**src/rtl/relay_pkg.sv**
```systemverilog
package relay_pkg;
  typedef enum logic [1:0] {
    RS_PROC  = 2'd0,
    RS_WAUX  = 2'd1,
    RS_STALL = 2'd2,
    RS_RAUX  = 2'd3
  } relay_state_e;
endpackage

```
**src/rtl/relay_slot.sv**
```systemverilog
module relay_slot #(
  parameter int unsigned DATA_W = 8
) (
  input  logic              clk_i,
  input  logic              rst_ni,
  input  logic              load_i,
  input  logic              valid_i,
  input  logic [DATA_W-1:0] data_i,
  output logic              valid_o,
  output logic [DATA_W-1:0] data_o
);
  always_ff @(posedge clk_i or negedge rst_ni) begin
    if (!rst_ni) begin
      valid_o <= 1'b0;
      data_o  <= '0;
    end else if (load_i) begin
      valid_o <= valid_i;
      data_o  <= data_i;
    end
  end
endmodule

```
**src/rtl/relay_ctrl.sv**
```systemverilog
module relay_ctrl
  import relay_pkg::*;
(
  input  logic clk_i,
  input  logic rst_ni,
  input  logic main_valid_i,
  input  logic in_true_i,
  input  logic out_stop_i,
  output logic main_load_o,
  output logic main_from_aux_o,
  output logic aux_load_o,
  output logic aux_valid_o,
  output logic up_stop_o
);
  relay_state_e state_q, state_d;
  logic held;

  assign held = main_valid_i & out_stop_i;

  always_comb begin
    state_d         = state_q;
    main_load_o     = 1'b0;
    main_from_aux_o = 1'b0;
    aux_load_o      = 1'b0;
    aux_valid_o     = 1'b0;
    unique case (state_q)
      RS_PROC, RS_RAUX: begin
        if (held) begin
          // last packet slipping past the registered stop lands in aux
          if (in_true_i) begin
            aux_load_o  = 1'b1;
            aux_valid_o = 1'b1;
            state_d     = RS_WAUX;
          end else begin
            state_d = RS_PROC;
          end
        end else begin
          main_load_o = 1'b1;
          state_d     = RS_PROC;
        end
      end
      RS_WAUX, RS_STALL: begin
        if (out_stop_i) begin
          state_d = RS_STALL;
        end else begin
          main_load_o     = 1'b1;
          main_from_aux_o = 1'b1;
          aux_load_o      = 1'b1;
          aux_valid_o     = 1'b0;
          state_d         = RS_RAUX;
        end
      end
      default: state_d = RS_PROC;
    endcase
  end

  always_ff @(posedge clk_i or negedge rst_ni) begin
    if (!rst_ni) state_q <= RS_PROC;
    else         state_q <= state_d;
  end

  assign up_stop_o = (state_q == RS_WAUX) || (state_q == RS_STALL);
endmodule

```
**src/rtl/relay_station.sv**
```systemverilog
module relay_station #(
  parameter int unsigned DATA_W = 8
) (
  input  logic              clk_i,
  input  logic              rst_ni,
  input  logic [DATA_W-1:0] in_data_i,
  input  logic              in_void_i,
  output logic              in_stop_o,
  output logic [DATA_W-1:0] out_data_o,
  output logic              out_void_o,
  input  logic              out_stop_i
);
  logic              main_valid, aux_valid;
  logic [DATA_W-1:0] main_data, aux_data;
  logic              main_load, main_from_aux, aux_load, aux_valid_set;
  logic [DATA_W-1:0] main_next_data;
  logic              main_next_valid;

  relay_ctrl ctrl_i (
    .clk_i          (clk_i),
    .rst_ni         (rst_ni),
    .main_valid_i   (main_valid),
    .in_true_i      (~in_void_i),
    .out_stop_i     (out_stop_i),
    .main_load_o    (main_load),
    .main_from_aux_o(main_from_aux),
    .aux_load_o     (aux_load),
    .aux_valid_o    (aux_valid_set),
    .up_stop_o      (in_stop_o)
  );

  assign main_next_data  = main_from_aux ? aux_data : in_data_i;
  assign main_next_valid = main_from_aux ? aux_valid : ~in_void_i;

  relay_slot #(.DATA_W(DATA_W)) main_i (
    .clk_i  (clk_i),
    .rst_ni (rst_ni),
    .load_i (main_load),
    .valid_i(main_next_valid),
    .data_i (main_next_data),
    .valid_o(main_valid),
    .data_o (main_data)
  );

  relay_slot #(.DATA_W(DATA_W)) aux_i (
    .clk_i  (clk_i),
    .rst_ni (rst_ni),
    .load_i (aux_load),
    .valid_i(aux_valid_set),
    .data_i (in_data_i),
    .valid_o(aux_valid),
    .data_o (aux_data)
  );

  assign out_data_o = main_data;
  assign out_void_o = ~main_valid;
endmodule

```
**config.mk**
```make
export PLATFORM = sky130hd
export DESIGN_NAME = relay_station
export DESIGN_NICKNAME = d
export VERILOG_FILES = /design/src/rtl/relay_pkg.sv /design/src/rtl/relay_slot.sv /design/src/rtl/relay_ctrl.sv /design/src/rtl/relay_station.sv
export SDC_FILE = /design/constraint.sdc
export NUM_CORES = 1
export LEC_CHECK = 0
export BUFFER_PORTS_ARGS = -buffer_cell sky130_fd_sc_hd__buf_2
export CAP_MARGIN = 30
export CORE_MARGIN = 2
export CORE_UTILIZATION = 40
export CTS_BUF_LIST = sky130_fd_sc_hd__clkbuf_4
export DETAILED_ROUTE_END_ITERATION = 16
export PLACE_DENSITY_LB_ADDON = 0.15
export RECOVER_POWER = 50
export REMOVE_ABC_BUFFERS = 1
export SLEW_MARGIN = 30
export SYNTH_ARGS = -nofsm -noshare
export SYNTH_HDL_FRONTEND = slang
export SYNTH_SLANG_ARGS = --single-unit
```
**constraint.sdc**
```tcl
create_clock -name clk_i -period 4.3 [get_ports clk_i]
set_input_delay 0.645 -clock clk_i [delete_from_list [all_inputs] [get_ports clk_i]]
set_output_delay 0.645 -clock clk_i [all_outputs]
set_load 0.01 [all_outputs]
```
## Word level (Yosys, flattened, before mapping)

Index checks and enable logic that the tools add are counted.

| word-level totals | value |
|---|---|
| output and inout port bits | 10 |
| bits in registers | 20 |
| word-level logic and storage cells | 29 |

| cells by class | value |
|---|---|
| bitwise gates (word level) | 3 |
| equality and inequality tests | 3 |
| reductions and logical operators | 4 |
| multiplexer cells | 14 |

Operators with widths:

| operator | count |
|---|---|
| 2-to-1 mux 1 bit | 9 |
| 2-to-1 mux 8 bit | 1 |
| one-hot mux 1 bit (2 select lines) | 3 |
| equality test 2 bit (second input constant) | 2 |
| one-hot mux 2 bit (2 select lines) | 1 |
| OR reduction 2 bit | 2 |
| equality test 2 x 1 -> 1 bit (second input constant) | 1 |
| logical NOT 2 bit | 1 |
| inverter 1 bit | 2 |
| AND 1 bit | 1 |
| logical OR 1 bit | 1 |

## Longest topological paths before layout

Gate-level depths: netlist (run 1).

| depth | value |
|---|---|
| depth after elaboration | 4 |
| depth in mapped cells | 5 |
| depth with buffers taken out | 4 |

## Modules after synthesis

From an unflattened synthesis (run 1), not the netlist that was laid out.

| second synthesis, totals | value |
|---|---|
| cells, all modules | 59 |
| area, all modules | 989.7 um^2 |

Modules (own cells, without submodules):

| module | instances | sequential area each (um^2) | area each (um^2) | cells an instance |
|---|---|---|---|---|
| relay_slot | 2 | 225.2 | 371.6 | 19 |
| relay_station | 1 | 0.0 | 147.6 | 13 |
| relay_ctrl | 1 | 50.0 | 98.8 | 8 |

## Worst setup path after synthesis (run 1)

No wires, ideal clock.

| timing path | value |
|---|---|
| path type | register to register |
| start | reg ctrl_i.state_q[0] |
| end | reg aux_i.data_o[0] |
| period minus slack after synthesis | 1604 ps |
| stages on the path, launching flop included | 4 |
| data required time | 4175 ps |
| data arrival time | 1480 ps |
| setup slack | 2696 ps |
| cell sequence | dfrtp_1 > xnor2_4 > mux2i_4 > mux2_2 |

| on the way | value |
|---|---|
| longest elaborated chain between the ends | 3 |

Ends and longest elaborated chain:

| item | RTL line | text |
|---|---|---|
| from (decl) | relay_ctrl.sv:15 | `relay_state_e state_q, state_d;` |
| from (signal assigned) | relay_ctrl.sv:59 | `else state_q <= state_d;` |
| equality test 2 bit, or another cell as far along | relay_ctrl.sv:26 | `unique case (state_q)` |
| OR reduction 2 bit | relay_ctrl.sv:26 |  |
| one-hot mux 1 bit (2 select lines) (*) | relay_ctrl.sv:26 |  |
| net aux_i.load_i | relay_slot.sv:6 | `input logic load_i,` |
| to (signal assigned) | relay_slot.sv:18 | `data_o <= data_i;` |
| to (decl) | relay_slot.sv:10 | `output logic [DATA_W-1:0] data_o` |

Mark *: on every way through the listed nets, which the timed path passes. The rest lies on a longest branch.
A chain may end at the register's enable or synchronous reset.

## Worst setup path after layout (run 1)

| timing path | value |
|---|---|
| start | reg ctrl_i.state_q[0] |
| end | out in_stop_o |

| on the way | value |
|---|---|
| longest elaborated chain between the ends | 2 |

Ends and longest elaborated chain:

| item | RTL line | text |
|---|---|---|
| equality test 2 x 1 -> 1 bit / equality test 2 bit (equally long branches) | relay_ctrl.sv:62 | `assign up_stop_o = (state_q == RS_WAUX) \|\| (state_q == RS_STALL);` |
| logical OR 1 bit (*) | relay_ctrl.sv:62 |  |
| to (decl) | relay_station.sv:8 | `output logic in_stop_o,` |

Every way passes the cells marked *; elsewhere a longest branch is shown, timed or not.

==> summary.md, run 1 <==
| Metric | Value |
|---|---|
| H-tree depth | `1` |
| DR WL/cell | `15.6 um` |
| Post-Syn Area per Cell | `around 15 um2` |
| Vias | `560` |
| IO Port Bufs | `21` |
| Post-layout minimum cycle time | `approximately 2.6 ns` |
| Met2 routed WL | `760 um` |
| Resized cells post-CTS | `0` |
| Max Slew Vio Count | `0` |
| Leak | `0.414 nW` |
| CTS Hold Bufs | `0` |
| Height of the chip | `50.1 um` |
| Drt pass-1 iters | `4` |
| Worst path required time | `3.65 ns` |
| DR iter-0 viols | `7` |
| RD Place Congestion | `0.638` |
| Initial antenna violation count | `0` |
| Unrepaired setup endpoints after global routing | `no` |
| Post-synth top cells | `dfrtp_1, nand3b_1, mux2_2, o221a_2, inv_1` |
| Relative slew slack | `0.213` |
| I/O pins | `22` |
| Top FF cell, synth | `dfrtp_1` |
| Met1 WL | `about 760 um` |
| Detail Route Antenna Nets | `0` |
| Max Freq | `roughly 380 MHz` |
| Clock skew | `0.00204 ns` |
| Worst hold margin | `0.500 ns` |
| Row count | `16` |
| Die ar. | `between 0.002 and 0.003 mm2` |
| Pwr dens | `819 mW/mm2` |
| Synthesized flop and latch total | `20` |
| Die Wd | `50.1 um` |
| Post-Synthesis Cell Area | `about 850 um2` |
| Placed cell area | `just under 0.001 mm2` |
| Remaining Overflow, GRT | `0` |
| First-pass GRT wire length | `2720 um` |
| Status | `finished, final reports clean` |
| CTS Buffer Depth | `2` |
| MaxCap Viol Count | `0` |
| Sequential share of the synthesized area | `0.588` |
| Worst Setup End Kind | `output pin` |
| DR vias/cell | `5.28` |
| Yosys top cell area share | `0.588` |
| CTS root buffer | `clkbuf_4` |
| Layout area overhead | `15.4%` |
| Worst Path Arrival | `1.98 ns` |
| Finish-stage setup viols | `0` |
| Antenna diode count | `0` |
| Post-synth EDFFs | `0` |
| Critical path type | `flip-flop to output pin` |
| Fin crit share | `0.611` |
| Core box area | `just under 0.002 mm2` |
| Final Util | `0.496` |
| # clock sinks | `20` |
| Remaining DRCs | `0` |
| Nets | `93` |
| Asr flop ratio synth | `1.00` |
| Share of layout cells above drive strength 1 | `0.481` |
| HPWL Detailed | `roughly 1100 um` |
| Post-layout instance area | `~980 um2` |
| Number of setup buffers added after CTS | `0` |
| VDD IR max | `336 uV` |
| HP Class | `input pin to asynchronous set/reset pin` |
| Initial Util | `0.429` |
| Synth area leader | `dfrtp_1` |
| Worst setup SP type | `flip-flop` |
| Length of routed met3 wiring | `88 um` |
| Clock latency on the worst-skew pair | `roughly 0.29 ns` |
| Cell variety after synth | `14` |
| FF-to-FF path depth | `3` |
| Total track usage | `0.155` |
| Final Hold Viols | `0` |
| Synth warn | `0` |
| Mapped Cells | `56` |
| CTS tree | `yes` |
| Worst-Margin Slew | `1.17 ns` |
| Setup TNS | `0 ns` |
| CTS buffer count | `3` |
| Clk slew on worst S/H paths | `0.10 ns` |
| Most frequent cell after synthesis | `dfrtp_1` |
| Largest net degree at the start of global routing | `21` |
| CP Max Fanout | `10` |
| Max layer used | `met4` |
| Final WL | `1650 um` |
| Vias in the first global route | `538` |
| Top cells by area, synth | `dfrtp_1, mux2_2, o221a_2` |
cell usage in the layout, fill, tap and decap left out, drive strengths merged:
| master | synthesis | routed |
|---|---|---|
| nand3b | 9 | 9 |
| o2bb2ai | 1 | 1 |
| nand2 | 1 | 1 |
| o221a | 8 | 8 |
| xnor2 | 1 | 1 |
| mux2 | 8 | 8 |
| nand2b | 1 | 1 |
| clkbuf | 0 | 8 |
| dfrtp | 20 | 20 |
| o221ai | 1 | 1 |
| mux2i | 1 | 1 |
| buf | 1 | 16 |
| o21ai | 1 | 1 |
| inv | 3 | 3 |
cells by family (layout without fill, tap and decap cells):
group	count (synthesis)	after routing	synth area share
AO/OA/AOI/OAI	11	11	0.137
flip-flops	20	20	0.588
XOR/XNOR	1	1	0.0324
buffers and inverters	4	27	0.0191
AND/OR/NAND/NOR	11	11	0.0912
multiplexers	9	9	0.132
through the flow:
step | total power (W) | cells | worst slack [ns]
after floorplan | 0.000629 | 55 | 2.70
after global placement | 0.000746 | 103 | 2.49
after detailed placement | 0.000756 | 103 | 2.48
after CTS | 0.000845 | 106 | 2.19
after global routing | 0.000865 | 106 | 1.55
final | 0.000805 | 106 | 1.67
power breakdown:
| group | switching, W | internal [W] | leakage (nW) |
|---|---|---|---|
| Clock | 0.0000529 | 0.0000326 | 0.0138 |
| Combinational | 0.000199 | 0.000187 | 0.168 |
| Sequential | 0.0000483 | 0.000285 | 0.232 |
| Total | 0.000300 | 0.000505 | 0.414 |
cell type report:
| cell class | instances | area (um2) |
|---|---|---|
| multi-input combinational | 32 | 315 |
| sequential | 20 | 500 |
| fill | 199 | 1000 |
| inverter | 3 | 11.3 |
| timing repair buffer | 21 | 98.8 |
| tap | 27 | 33.8 |
| clock buffer | 3 | 22.5 |
registers in the layout (all words and copies together) (netlist names):
name	count
aux_i.data_o	8
aux_i.valid_o	1
ctrl_i.state_q	2
main_i.data_o	8
main_i.valid_o	1
worst max-delay path, stage by stage (launching register included):
cell and delay [ns]:
dfrtp_1 0.39, xnor2_1 0.92, inv_2 0.17, buf_2 0.21
routing by layer:
layer	vias to the layer above	global-route usage
li1	260	-
met5	-	0
met1	278	0.203
met4	0	0.0833
met2	17	0.232
met3	5	0.0394
final timing paths:
kind,start,end,slack [ns]
worst max-delay path,ctrl_i.state_q[0],in_stop_o,1.67
worst min-delay path,rst_ni,main_i.data_o[2],0.50
worst max register to register,ctrl_i.state_q[0],aux_i.data_o[0],1.95
worst min register to register,aux_i.valid_o,aux_i.valid_o,0.50
max in group asynchronous,rst_ni,main_i.valid_o,3.18
min in group clk_i,aux_i.valid_o,aux_i.valid_o,0.50
No activity file was read; power rests on OpenSTA's default activity.
==> inputs of run 2 (changes only) <==
==> constraint.sdc (replaced) <==
create_clock -name clk_i -period 2.4 [get_ports clk_i]
set_input_delay 0.36 -clock clk_i [delete_from_list [all_inputs] [get_ports clk_i]]
set_output_delay 0.36 -clock clk_i [all_outputs]
set_load 0.01 [all_outputs]
==> summary.md, run 2 (same netlist as run 1, synthesis figures left out) <==
| Metric | Value |
|---|---|
| Final Hold Viols | `0 (unchanged)` |
| CTS root buffer | `clkbuf_4 (unchanged)` |
| Remaining DRCs | `0 (unchanged)` |
| MaxCap Viol Count | `0 (unchanged)` |
| Die ar. | `0.00251 mm2 (unchanged)` |
| Fill count | `182 (was 199)` |
| Clock skew | `0.00736 ns (was 0.00204 ns)` |
| FF-to-FF path depth | `3 (unchanged)` |
| Worst-Margin Slew | `1.06 ns (was 1.17 ns)` |
| DR vias/cell | `5.19 (was 5.28)` |
| Initial antenna violation count | `0 (unchanged)` |
| Leak | `0.439 nW (was 0.414 nW)` |
| H-tree depth | `1 (unchanged)` |
| Worst Setup End Kind | `output pin (unchanged)` |
| Relative slew slack | `0.290 (was 0.213)` |
| Final WL | `1540 um (was 1650 um)` |
| Post-place setup slack | `0.633 ns (was 2.48 ns)` |
| Layout area overhead | `22.4% (was 15.4%)` |
| Antenna diode count | `0 (unchanged)` |
| CP Max Fanout | `10 (unchanged)` |
| Finish-stage setup viols | `0 (unchanged)` |
| # clock sinks | `20 (unchanged)` |
| R2R setup slack | `0.64 ns (was 1.95 ns)` |
| CTS buffer count | `3 (unchanged)` |
| Die Wd | `50.1 um (unchanged)` |
| Initial Util | `0.429 (unchanged)` |
| Most frequent cells in the layout | `dfrtp_1, buf_2, nand3b_1 (unchanged)` |
| Hold worst-path end | `aux_i.data_o[7]` |
| Multi-input logic area | `334 um2 (was 315 um2)` |
| Row count | `16 (unchanged)` |
| Unrepaired setup endpoints after global routing | `no (unchanged)` |
| Reg area | `500 um2 (unchanged)` |
| DR iter-0 viols | `13 (was 7)` |
| Slowest stage cell, crit path | `dfrtp_1 (was xnor2_1)` |
| WHS Path Cells | `2` |
| Detail Route Antenna Nets | `0 (unchanged)` |
| Post-layout minimum cycle time | `around 1.8 ns` |
| Top Registers | `aux_i.data_o x8, main_i.data_o x8, ctrl_i.state_q x2 (unchanged)` |
| Share of layout cells above drive strength 1 | `0.494 (was 0.481)` |
| Worst hold margin | `0.284 ns (was 0.500 ns)` |
| Worst path required time | `2.04 ns (was 3.65 ns)` |
| First-pass GRT wire length | `2730 um (was 2720 um)` |
| Remaining Overflow, GRT | `0 (unchanged)` |
| Hold path startpoint | `in_data_i[7]` |
| Vias | `560 (unchanged)` |
| Grt met1 use | `0.208 (was 0.203)` |
| Status | `finished, final reports clean (unchanged)` |
| CTS tree | `yes (unchanged)` |
| Worst Path Arrival | `1.40 ns (was 1.98 ns)` |
| Max Freq | `567 MHz` |
| Nets | `94 (was 93)` |
| Worst setup SP type | `flip-flop (unchanged)` |
| Most common cell after layout, fill and taps aside | `dfrtp_1 (unchanged)` |
| Most Crowded Layer GR | `met2 (unchanged)` |
| IO Port Bufs | `21 (unchanged)` |
| Core box area | `0.00198 mm2 (unchanged)` |
| DR WL/cell | `14.3 um (was 15.6 um)` |
| Reg2reg end | `aux_i.data_o[2] (was aux_i.data_o[0])` |
| Largest net degree at the start of global routing | `21 (unchanged)` |
| Setup TNS | `0 ns (unchanged)` |
| CP Cell Sequence | `xnor2_4 -> inv_2 -> buf_2 (was xnor2_1 -> inv_2 -> buf_2)` |
| Fin worst setup slack | `0.637 ns (was 1.67 ns)` |
| Largest stage delay, worst path | `0.45 ns (was 0.92 ns)` |
| Final Util | `0.525 (was 0.496)` |
| I/O pins | `22 (unchanged)` |
| CTS Buffer Depth | `2 (unchanged)` |
| Vias in the first global route | `561 (was 538)` |
| Met2 Use GR | `0.215 (was 0.232)` |
| VDD IR max | `761 uV (was 336 uV)` |
| HP Class | `input pin to flip-flop (was input pin to asynchronous set/reset pin)` |
| Total track usage | `0.149 (was 0.155)` |
| Drt pass-1 iters | `4 (unchanged)` |
| Fin crit share | `0.735` |
| M3 GR Usage | `0.0394 (unchanged)` |
| Height of the chip | `50.1 um (unchanged)` |
| Max Slew Vio Count | `0 (unchanged)` |
| RD Place Congestion | `0.678 (was 0.638)` |
| RR Startpoint | `ctrl_i.state_q[0] (unchanged)` |
| Clock latency on the worst-skew pair | `0.31 ns (was 0.29 ns)` |
| Pwr Total | `0.00158 W (was 0.000805 W)` |
| Pwr dens | `1520 mW/mm2 (was 819 mW/mm2)` |
| Critical path type | `flip-flop to output pin (unchanged)` |
| Clk slew on worst S/H paths | `0.12 ns (was 0.10 ns)` |
## run 2: cell count changes in the layout (fill, tap and decap cells not counted)
cell / before / now
bufinv_16: 0 / 1
dlygate4sd3_1: 0 / 1
xnor2_1: 1 / 0
xnor2_4: 0 / 1
## run 2: worst max-delay path by stage
stage	start	to	cells past startpoint
after global routing	ctrl_i.state_q[0]	in_stop_o	3
after detailed placement	ctrl_i.state_q[0]	aux_i.data_o[3]	3
final	ctrl_i.state_q[0]	in_stop_o	3
after floorplan	ctrl_i.state_q[0]	aux_i.data_o[0]	3
after CTS	ctrl_i.state_q[0]	aux_i.data_o[2]	3
after global placement	ctrl_i.state_q[0]	aux_i.data_o[2]	3
## run 2: metal layers
metal | vias to the layer above | wire, um
li1 | 263 | -
met1 | 280 | 764
met2 | 15 | 679
met3 | 2 | 82
met4 | 0 | 18
met5 | - | 0
## run 2: area by class of cell
class,instances,area share
Tap cell,27,0.0325
Multi-Input combinational cell,32,0.321
Inverter,3,0.0108
Sequential cell,20,0.481
Clock inverter,1,0.0288
Timing Repair Buffer,22,0.105
Clock buffer,3,0.0216
## run 2: worst max-delay path: cells and delay by family (launching register included)
kind,cells,cell delay (ns)
xor gates and xnor gates,1,0.36
DFF,1,0.45
buffers and inverters,2,0.28
## run 2: timing repair
item | in CTS | in global routing
buffers inserted | 0 | 0
resized for setup | 0 | 0
hold buffers | 1 | 0
endpoints found under the hold margin | 20 | 0
## run 2: metrics by stage
stage | instance area (um2) | cells
floorplan | 846 | 55
global placement | 985 | 103
detailed placement | 985 | 103
CTS | 1050 | 108
global route | 1040 | 108
finish | 1040 | 108
## run 2: report_power, final
part	internal, W	total (W)	switching, W
clock	0.000169	0.000277	0.000109
combinational	0.000361	0.000695	0.000335
sequential	0.000510	0.000611	0.000101
